==> src/rtl/spi_sclk_pkg.sv <==
package spi_sclk_pkg;

  localparam int unsigned PRE_W_DEF  = 8;
  localparam int unsigned RATE_W_DEF = 8;
  localparam int unsigned ARG_W      = 16;

  // Prescale value to first-stage count length: the LSB is dropped (even-only
  // divide) and a result of zero is raised to one (minimum prescale of two).
  function automatic logic [ARG_W-1:0] half_count(input logic [ARG_W-1:0] presc);
    logic [ARG_W-1:0] h;
    h = presc >> 1;
    if (h == '0) h = ARG_W'(1);
    return h;
  endfunction

endpackage

==> src/rtl/spi_sclk_prestage.sv <==
// First stage: counts prescaler cycles and pulses hit_o at the end of each.
module spi_sclk_prestage #(
  parameter int unsigned CNT_W = 7
) (
  input  logic             clk,
  input  logic             rst,
  input  logic             run_i,
  input  logic [CNT_W-1:0] lim_i,
  output logic             hit_o
);

  logic [CNT_W-1:0] cnt_q;

  assign hit_o = run_i && (cnt_q == lim_i);

  always_ff @(posedge clk) begin
    if (rst || !run_i) begin
      cnt_q <= '0;
    end else if (hit_o) begin
      cnt_q <= '0;
    end else begin
      cnt_q <= cnt_q + 1'b1;
    end
  end

endmodule

==> src/rtl/spi_sclk_ratestage.sv <==
// Second stage: counts first-stage hits, fires once per (lim_i + 1) hits.
module spi_sclk_ratestage #(
  parameter int unsigned CNT_W = 8
) (
  input  logic             clk,
  input  logic             rst,
  input  logic             run_i,
  input  logic             step_i,
  input  logic [CNT_W-1:0] lim_i,
  output logic             tick_o
);

  logic [CNT_W-1:0] cnt_q;

  assign tick_o = step_i && (cnt_q == lim_i);

  always_ff @(posedge clk) begin
    if (rst || !run_i) begin
      cnt_q <= '0;
    end else if (step_i) begin
      if (tick_o) cnt_q <= '0;
      else        cnt_q <= cnt_q + 1'b1;
    end
  end

endmodule

==> src/rtl/spi_sclk_level.sv <==
// Output register stage: registered tick and serial clock level.
module spi_sclk_level (
  input  logic clk,
  input  logic rst,
  input  logic run_i,
  input  logic cpol_i,
  input  logic tick_i,
  output logic tick_o,
  output logic sclk_o
);

  always_ff @(posedge clk) begin
    if (rst) begin
      tick_o <= 1'b0;
      sclk_o <= 1'b0;
    end else begin
      tick_o <= tick_i;
      if (!run_i)      sclk_o <= cpol_i;
      else if (tick_i) sclk_o <= ~sclk_o;
    end
  end

endmodule

==> src/rtl/spi_sclk_gen.sv <==
module spi_sclk_gen #(
  parameter int unsigned PRE_W  = spi_sclk_pkg::PRE_W_DEF,
  parameter int unsigned RATE_W = spi_sclk_pkg::RATE_W_DEF
) (
  input  logic              clk,
  input  logic              rst,
  input  logic              run_i,
  input  logic              cpol_i,
  input  logic [PRE_W-1:0]  presc_i,
  input  logic [RATE_W-1:0] rate_i,
  output logic              tick_o,
  output logic              sclk_o
);
  import spi_sclk_pkg::*;

  localparam int unsigned HALF_W = (PRE_W > 1) ? PRE_W - 1 : 1;

  logic [ARG_W-1:0]  half_w;
  logic [HALF_W-1:0] pre_lim_d;
  logic [HALF_W-1:0] pre_lim_q;
  logic [RATE_W-1:0] rate_lim_q;
  logic              pre_hit;
  logic              tick_c;
  logic              reload;

  // Normalised first-stage limit (count length minus one)
  assign half_w    = half_count(ARG_W'(presc_i));
  assign pre_lim_d = HALF_W'(half_w - ARG_W'(1));

  // Settings are captured only at a half-period boundary or while idle
  assign reload = !run_i || tick_c;

  always_ff @(posedge clk) begin
    if (rst) begin
      pre_lim_q  <= '0;
      rate_lim_q <= '0;
    end else if (reload) begin
      pre_lim_q  <= pre_lim_d;
      rate_lim_q <= rate_i;
    end
  end

  spi_sclk_prestage #(.CNT_W(HALF_W)) u_pre (
    .clk   (clk),
    .rst   (rst),
    .run_i (run_i),
    .lim_i (pre_lim_q),
    .hit_o (pre_hit)
  );

  spi_sclk_ratestage #(.CNT_W(RATE_W)) u_rate (
    .clk    (clk),
    .rst    (rst),
    .run_i  (run_i),
    .step_i (pre_hit),
    .lim_i  (rate_lim_q),
    .tick_o (tick_c)
  );

  spi_sclk_level u_lvl (
    .clk    (clk),
    .rst    (rst),
    .run_i  (run_i),
    .cpol_i (cpol_i),
    .tick_i (tick_c),
    .tick_o (tick_o),
    .sclk_o (sclk_o)
  );

endmodule

==> config.mk <==
export PLATFORM = sky130hd
export DESIGN_NAME = spi_sclk_gen
export DESIGN_NICKNAME = d
export VERILOG_FILES = /design/src/rtl/spi_sclk_pkg.sv /design/src/rtl/spi_sclk_prestage.sv /design/src/rtl/spi_sclk_ratestage.sv /design/src/rtl/spi_sclk_level.sv /design/src/rtl/spi_sclk_gen.sv
export SDC_FILE = /design/constraint.sdc
export NUM_CORES = 1
export LEC_CHECK = 0
export BUFFER_PORTS_ARGS = -buffer_cell sky130_fd_sc_hd__clkbuf_2
export CAP_MARGIN = 20
export CORE_MARGIN = 2
export CORE_UTILIZATION = 45
export CTS_CLUSTER_DIAMETER = 150
export DETAILED_ROUTE_END_ITERATION = 6
export MAX_ROUTING_LAYER = met4
export PLACE_DENSITY = 0.7
export REMOVE_ABC_BUFFERS = 1
export SLEW_MARGIN = 40
export SYNTH_ARGS = -nofsm -noshare
export SYNTH_HDL_FRONTEND = slang
export SYNTH_HIERARCHICAL = 1
export SYNTH_SLANG_ARGS = --single-unit
==> constraint.sdc <==
create_clock -name clk -period 5.7 [get_ports clk]
set_input_delay 1.14 -clock clk [delete_from_list [all_inputs] [get_ports clk]]
set_output_delay 1.14 -clock clk [all_outputs]
set_load 0.005 [all_outputs]
* After elaboration in Yosys (flattened, before gate mapping)
Cells that the tools add are included.
** Word-level totals
- Register bits :: 32
- Bits of input ports :: 20
- Output and inout port bits :: 2
** Operators by class
- $add $sub $neg :: 3
- Equal/unequal tests :: 3
- Multiplexer cells :: 4
- Bitwise gates (word level) :: 1
- Reduce and logical (&&, ||, !) cells :: 7
** Operator list (number)
- $logic_not 16->1 :: 1
- $add 8x1->8 const B :: 1
- $eq 8x8->1 :: 1
- $mux 8 :: 1
- $add 7x1->7 const B :: 1
- $eq 7x7->1 :: 1
- $mux 7 :: 1
- $sub 7x1->7 const B :: 1
- $logic_and 1x1->1 :: 2
- $logic_or 1x1->1 :: 2
- $mux 1 :: 2
- $ne 2x1->1 const B :: 1
- $reduce_or 2->1 :: 1
- $logic_not 1->1 :: 1
- $not 1->1 :: 1

* Logic depth before layout (Yosys ltp)
Gate-level depths: netlist (run 1).
- Depth after elaboration :: 5
- Gate-level depth with buffers :: 11

* Modules after synthesis
Netlist (run 1), hierarchy kept.
** Modules (own cells, without submodules)
- spi_sclk_gen :: instances 1, cells each 75, area an instance 649.4 µm², seq. area each 300.3 µm²
- spi_sclk_ratestage :: instances 1, cells each 51, area an instance 460.4 µm², seq. area each 160.2 µm²
- spi_sclk_prestage :: instances 1, cells each 38, area an instance 396.6 µm², seq. area each 140.1 µm²
- spi_sclk_level :: instances 1, cells each 6, area an instance 71.3 µm², seq. area each 40.0 µm²

* Least setup slack after synthesis (run 1)
No wires, ideal clock.
- Path kind :: input port to flip-flop
- Start :: input port run_i
- End :: register rate_lim_q[0]
- Arrival :: 2.744 ns
- Path slack :: 2.886 ns
- Stages on the path :: 10
- Path through :: nand4_2 > nor2_4 > buf_2 > nand2_1 > nor3_1 > nand2b_1 > buf_2 > buf_2 > nand2_1 > a21oi_1
** Between the ends
- Word-level cells in the longest chain between the ends :: 3
- Elaborated cells on any way between the ends :: 4
- Those cells by class :: reduce/logical (4)
** RTL lines
- from (decl) :: RTL line spi_sclk_gen.sv:7 : input logic run_i,
- $logic_and 1x1->1 :: RTL line spi_sclk_prestage.sv:14 : assign hit_o = run_i && (cnt_q == lim_i);
- named net pre_hit :: RTL line spi_sclk_gen.sv:22 : logic pre_hit;
- $logic_and 1x1->1 :: RTL line spi_sclk_ratestage.sv:15 : assign tick_o = step_i && (cnt_q == lim_i);
- named net tick_c :: RTL line spi_sclk_gen.sv:23 : logic tick_c;
- $logic_or 1x1->1 :: RTL line spi_sclk_gen.sv:31 : assign reload = !run_i || tick_c;
- to (signal assigned) :: RTL line spi_sclk_gen.sv:39 : rate_lim_q <= rate_i;
- to (decl) :: RTL line spi_sclk_gen.sv:21 : logic [RATE_W-1:0] rate_lim_q;
The timed path passes the listed nets, and every way through them passes these cells.
A chain may end at the register's enable or synchronous reset.

* Final worst setup path (run 1)
- Start :: input port run_i
- End :: register pre_lim_q[5]
** Between the ends
- Word-level cells in the longest chain between the ends :: 3
- Elaborated cells on any way between the ends :: 4
- Those cells by class :: reduce/logical (4)
** RTL lines
- $logic_and 1x1->1 :: RTL line spi_sclk_prestage.sv:14
- named net pre_hit :: RTL line spi_sclk_gen.sv:22
- $logic_and 1x1->1 :: RTL line spi_sclk_ratestage.sv:15
- named net tick_c :: RTL line spi_sclk_gen.sv:23
- $logic_or 1x1->1 :: RTL line spi_sclk_gen.sv:31
- to (signal assigned) :: RTL line spi_sclk_gen.sv:38 : pre_lim_q <= pre_lim_d;
- to (decl) :: RTL line spi_sclk_gen.sv:20 : logic [HALF_W-1:0] pre_lim_q;
The timed path passes the listed nets, and every way through them passes these cells.

==> run summary, run 1 <==
Tot GR Track Use -> 0.170
pwr/cell area -> 270 nW/um^2
status -> complete, no violations
Layout area overhead -> 14.6%
clock buffer depth -> 2
fin worst setup slack -> 2.51 ns
Req. time, crit path -> 5.93 ns
Routed WL per cell -> 12.2 um
CP Capture Type -> register
largest family of logic cells by synthesized area -> simple AND/OR/NAND/NOR gates
Worst Tran Pin Value -> 0.726 ns
Worst EP arrival -> 3.43 ns
Die Ht -> 63.2 um
Syn Area/Cell -> 9.28 um^2
Critical Path Sink -> pre_lim_q[5]
multiplexer share of the synthesized area -> 0
Worst path slowest cell -> nand2b_1
count of input and output buffers -> 20
Compound-Gate Fraction of Synth Area -> 0.107
Ports -> 22
dpl ws -> 2.13 ns
TritonCTS Sinks -> 32
core area -> 3360 um^2
Slew HR -> 0.515
clock skew -> 0.00491 ns
DRT iter0 DRCs -> 30
simple-gate portion of the synthesized area -> 0.278
diode count -> 0
Hold Slack -> 0.472 ns
FF-to-FF path depth -> 8
Max-Cap Viols -> 0
Worst R2R Setup Slack -> 2.88 ns
synthesized area -> 1580 um^2
Vias/cell -> 5.11
grt ovf -> 0
final setup TNS -> 0 ns
Max H-tree Level -> 2
leak pwr -> 0.633 nW
flop and latch count out of synthesis -> 32
die area -> 4000 um^2
RSZ-0062 raised after global routing -> false
largest net degree at the start of global routing -> 21
R2R Path End -> pre_lim_q[5]
peak supply drop -> 147 uV
register area share after synthesis -> 0.406
Worst Hold Class -> register to register
CTS tree -> done
# resized after CTS -> 0
CP max FO -> 20
HPWL Detailed -> 2280 um
largest stage delay on the critical path -> 0.61 ns
Vias -> 1222
Post-DRT Antenna Nets -> 0
setup bufs post-CTS -> 0
final period utilization -> 0.560
clock latency on the worst-skew pair -> 0.32 ns
cts bufs inserted -> 5
Layout fillers -> 338
layout cell share with drive strength beyond 1 -> 0.223
chip width -> 63.2 um
DRT Wirelength -> 2920 um
first-pass GRT wire length -> 5300 um
hold buffer count at cts -> 0
Power Total -> 0.487 mW
initial core utilization -> 0.469
CTS Root Cell -> clkbuf_4
FF-to-FF Start -> u_pre/cnt_q[0]
worst path cell trace -> clkbuf_2 > nand4_2 > nor2_4 > nand2_1 > nor3_1 > nand2b_1 > nor2_1 > a311oi_1
vias in the first global route -> 1241
DR DRC count -> 0
Slew Viols, Final -> 0
Synth Area in Adders -> 0.0238
startpoint types -> input pin
synth warn -> 6
1st-pass router iterations -> 4
Max Clk Rate -> 0.313 GHz
XOR/XNOR Fraction of Synth Area -> 0.167
row cnt -> 21
final hold violation count -> 0
Gate Count Post-Synth -> 170
final net count -> 215
critical setup path kind -> input pin to register
final setup fails -> 0
Worst-path clk slew -> 0.10 ns
Crit. Startpoint -> run_i
GP Congestion -> 0.829
initial antenna violation count -> 0
post-synth cell types -> 33
Period minus WS final -> 3.19 ns
layout make-up:
type                       instances  area (um^2)  area share
clock buffer                       7         65.1      0.0360
clock inverter                     1         30.0      0.0166
inverter                           2         7.51     0.00415
multi-input combinational        131          907       0.502
sequential                        32          641       0.354
tap                               46         57.6      0.0318
timing repair buffer              20          100      0.0554
synthesized netlist by cell type, drive strengths merged:
master,count,area [um^2]
nand4,6,50.0
and3,1,6.26
nor3,8,70.1
nand2,23,86.3
xor2,6,52.6
nor4,3,33.8
a311oi,2,17.5
ha,3,37.5
nor2,20,82.6
or4,1,11.3
o21ai,1,5.00
nor3b,2,25.0
clkbuf,2,7.51
o31ai,2,15.0
and4,1,8.76
o311ai,2,35.0
nand3,5,25.0
xnor2,24,210
dfxtp,32,641
nor2b,2,12.5
a211oi,5,42.5
inv,2,7.51
nand3b,1,7.51
o41ai,1,8.76
buf,3,15.0
nand2b,3,18.8
a21oi,9,45.0
layout by cell type, fill, tap and decap left out, drive strengths merged:
master	Yosys	final
ha	3	3
o21ai	1	1
nand2b	3	3
o41ai	1	1
and3	1	1
and4	1	1
dfxtp	32	32
nor2	20	20
nand3	5	5
inv	2	2
o31ai	2	2
a21oi	9	9
o311ai	2	2
nor3b	2	2
nand3b	1	1
or4	1	1
a311oi	2	2
xor2	6	6
nand4	6	6
nor4	3	3
a211oi	5	5
clkbuf	2	27
xnor2	24	24
nand2	23	23
nor3	8	8
bufinv	0	1
nor2b	2	2
metal layers:
metal  vias up  wire length (um)  track usage
li1        632                 -            -
met1       559              1400        0.200
met2        27              1360        0.283
met3         4               132       0.0393
met4         0                30       0.0652
met5         -                 0            -
power breakdown:
part,switching [mW],internal [mW],leakage (nW),total [mW]
clock,0.0760,0.116,0.0515,0.192
sequential,0.00700,0.233,0.262,0.240
combinational,0.0320,0.0235,0.320,0.0555
total,0.115,0.373,0.633,0.487
kinds of logic after synthesis:
group	count (synthesis)
buffers and inverters	7
and+or+nand+nor	76
xor gates and xnor gates	30
AOI/OAI and AO/OA	22
adders and majority gates	3
DFF	32
metrics by stage:
step                utilization  instance area (um^2)  instances
floorplan                     -                  1560        165
global placement          0.509                  1710        231
detailed placement        0.509                  1710        231
CTS                       0.538                  1810        239
global route              0.538                  1810        239
finish                    0.538                  1810        239
state kept, by name (all words and copies together), names as in the netlist:
signal	flops
u_lvl/tick_o	1
u_pre/cnt_q	7
rate_lim_q	8
pre_lim_q	7
u_rate/cnt_q	8
u_lvl/sclk_o	1
critical path, delay by kind of cell:
family / cells / cell delay (ns)
buf+inv: 1 / 0.21
simple gates: 6 / 1.79
compound gates: 1 / 0.28
how the worst min path moves through the flow:
stage             startpoint             to  slack [ns]  cells after the start
2_1_floorplan  rate_lim_q[0]  rate_lim_q[0]        0.44                      2
3_3_place_gp   rate_lim_q[7]  rate_lim_q[7]        0.45                      2
3_5_place_dp   rate_lim_q[6]  rate_lim_q[6]        0.46                      2
4_1_cts        rate_lim_q[6]  rate_lim_q[6]        0.48                      2
5_1_grt        rate_lim_q[6]  rate_lim_q[6]        0.49                      2
6_report       rate_lim_q[6]  rate_lim_q[6]        0.47                      2
(Power assumes the default switching activity.)
==> run 2: changes to the inputs <==
--- a/config.mk
+++ b/config.mk
@@ -5,6 +5,7 @@
 export SDC_FILE = /design/constraint.sdc
 export NUM_CORES = 1
 export LEC_CHECK = 0
+export ABC_AREA = 1
 export BUFFER_PORTS_ARGS = -buffer_cell sky130_fd_sc_hd__clkbuf_2
 export CAP_MARGIN = 20
 export CORE_MARGIN = 2
@@ -12,7 +13,7 @@
 export CTS_CLUSTER_DIAMETER = 150
 export DETAILED_ROUTE_END_ITERATION = 6
 export MAX_ROUTING_LAYER = met4
-export PLACE_DENSITY = 0.7
+export PLACE_DENSITY = 0.69
 export REMOVE_ABC_BUFFERS = 1
 export SLEW_MARGIN = 40
 export SYNTH_ARGS = -nofsm -noshare
==> constraint.sdc (replaced) <==
create_clock -name clk -period 3.1 [get_ports clk]
set_input_delay 0.62 -clock clk [delete_from_list [all_inputs] [get_ports clk]]
set_output_delay 0.62 -clock clk [all_outputs]
set_load 0.005 [all_outputs]
==> run 2 against run 1 <==
Effect of this change: critical path depth grew 10; sequential power increased by 85%; cell count rose by 43%; critical endpoint is now pre_lim_q[6].
==> run summary, run 2 <==
Req. time, crit path -> 3.33 ns
dpl ws -> 0.488 ns
cts bufs inserted -> 5
leak pwr -> 0.999 nW
die area -> 4490 um^2
1st-pass router iterations -> 4
RSZ-0062 raised after global routing -> false
DRT iter0 DRCs -> 52
initial core utilization -> 0.478
pwr/cell area -> 441 nW/um^2
Vias -> 1579
register area share after synthesis -> 0.358
Worst-path clk slew -> 0.06 ns
Tot GR Track Use -> 0.172
HPWL Detailed -> 2520 um
largest stage delay on the critical path -> 0.24 ns
clock buffer depth -> 2
Post-Layout Cell Count -> 342
area leader, netlist -> dfxtp_1
final setup TNS -> 0 ns
synthesized area -> 1790 um^2
EDFF count, synth -> 0
Gate Count Post-Synth -> 270
ys async rst share -> 0
critical setup path kind -> input pin to register
Max Clk Rate -> 0.430 GHz
chip width -> 67.0 um
Syn Area/Cell -> 6.62 um^2
Worst Tran Pin Value -> 0.398 ns
Post-synth top flop -> dfxtp_1
Crit path top cell by count -> inv_1
hold buffer count at cts -> 0
row cnt -> 22
Slew Viols, Final -> 0
clock skew -> 0.00250 ns
clock latency on the worst-skew pair -> 0.29 ns
Worst EP arrival -> 2.56 ns
vias in the first global route -> 1362
final hold violation count -> 0
peak supply drop -> 291 uV
first-pass GRT wire length -> 5600 um
core area -> 3740 um^2
min-delay src -> u_pre/cnt_q[0]
TritonCTS Sinks -> 32
DR DRC count -> 0
Max-Cap Viols -> 0
layout cell share with drive strength beyond 1 -> 0.197
Post-DRT Antenna Nets -> 0
GP Congestion -> 0.811
Hold Slack -> 0.476 ns
Max H-tree Level -> 2
fin worst setup slack -> 0.774 ns
CP Capture Type -> register
Crit. Startpoint -> run_i
top cells by area, synth -> dfxtp_1, nand2_1, inv_1
final net count -> 317
startpoint types -> input pin
count of input and output buffers -> 20
grt ovf -> 0
Vias/cell -> 4.62
flop and latch count out of synthesis -> 32
CTS tree -> done
biggest registers after layout -> rate_lim_q (8), u_rate/cnt_q (8)
DP Cell Count -> 335
Worst Hold Class -> register to register
Worst path slowest cell -> inv_2
top post-synthesis cells by count -> nand2_1, inv_1, dfxtp_1, nor2_1, o21ai_0
CTS Root Cell -> clkbuf_8
post-synth cell types -> 27
initial antenna violation count -> 0
final period utilization -> 0.750
Yosys top cell area share -> 0.358
commonest non-fill, non-tap cell in the layout -> nand2_1
most frequent cell after synthesis -> nand2_1
final setup fails -> 0
FF-to-FF Start -> u_pre/cnt_q[0]
Routed WL per cell -> 9.37 um
status -> complete, no violations
Die Ht -> 67.0 um
Layout area overhead -> 13.3%
Period minus WS final -> 2.33 ns
Ports -> 22
DRT Wirelength -> 3210 um
largest net degree at the start of global routing -> 21
Slew HR -> 0.734
CP max FO -> 20
synth warn -> 6
setup bufs post-CTS -> 0
diode count -> 0
commonest cells after routing, fill and taps aside -> nand2_1, inv_1, nor2_1, dfxtp_1, clkbuf_2
worst path cell trace -> clkbuf_2 > inv_1 > nor2_1 > nand2_2 > nor2_2 > nand2_2 > inv_1 > inv_2 > a21oi_1 > nand2_1 > nor2_1 > nand2_2 > inv_1 > nor2_2 > inv_2 > o21ai_1 > o21bai_1 > inv_1
# resized after CTS -> 0
==> run 2: cell count changes after synthesis, sizes merged, moves of 3 or more <==
cell	before	now
nand3	5	13
nand2b	3	0
nor4	3	0
inv	2	54
o21ai	1	19
a211oi	5	0
o21bai	0	3
nor3	8	3
nand2	23	71
nor2	20	47
a21oi	9	4
xnor2	24	2
nand4	6	3
==> run 2: final cells by class <==
type	instances	area, um^2
Clock buffer	7	96.3
Sequential cell	32	641
Timing Repair Buffer	21	108
Multi-Input combinational cell	179	915
Fill cell	406	1720
Tap cell	48	60.1
Inverter	55	206
==> run 2: report_power, final <==
part	total (mW)	internal (mW)	leakage, nW	switching, mW
clock	0.344	0.197	0.0503	0.147
combinational	0.106	0.0427	0.686	0.0628
sequential	0.443	0.429	0.262	0.0137
total	0.893	0.669	0.999	0.224
==> run 2: kinds of logic after synthesis <==
| kind of cell | count (synthesis) | synth area share |
|---|---|---|
| AND/OR/NAND/NOR | 138 | 0.356 |
| buffers and inverters | 59 | 0.130 |
| flip-flops | 32 | 0.358 |
| AO/OA/AOI/OAI | 29 | 0.0903 |
| XOR/XNOR | 9 | 0.0441 |
| adder cells (fa/ha/maj) | 3 | 0.0210 |
==> run 2: layer usage <==
| metal | global-route usage | share of wire | up-vias |
|---|---|---|---|
| met4 | 0.0689 | 0.019 | 0 |
| met3 | 0.0557 | 0.033 | 8 |
| li1 | - | - | 863 |
| met2 | 0.285 | 0.48 | 13 |
| met5 | - | 0 | - |
| met1 | 0.189 | 0.47 | 695 |
==> run 2: final timing paths <==
path / endpoint / slack [ns] / cells past startpoint
worst min-delay path: u_pre/cnt_q[0] / 0.48 / 1
worst max register to register: pre_lim_q[6] / 0.82 / 19
worst max-delay path: pre_lim_q[6] / 0.77 / 18
worst min register to register: u_pre/cnt_q[0] / 0.48 / 1
==> run 2: metrics by stage <==
stage          instance area (um^2)  power [mW]   util
2_1_floorplan                  1760       0.526      -
3_3_place_gp                   1930       0.556  0.515
3_5_place_dp                   1930       0.559  0.515
4_1_cts                        2030       0.908  0.541
5_1_grt                        2030       0.945  0.541
6_report                       2030       0.893  0.541
==> run 2: worst max-delay path, delay by kind of cell <==
kind	cells	cell delay [ns]
buffers and inverters	7	0.83
AOI/OAI and AO/OA	3	0.39
and+or+nand+nor	8	0.71
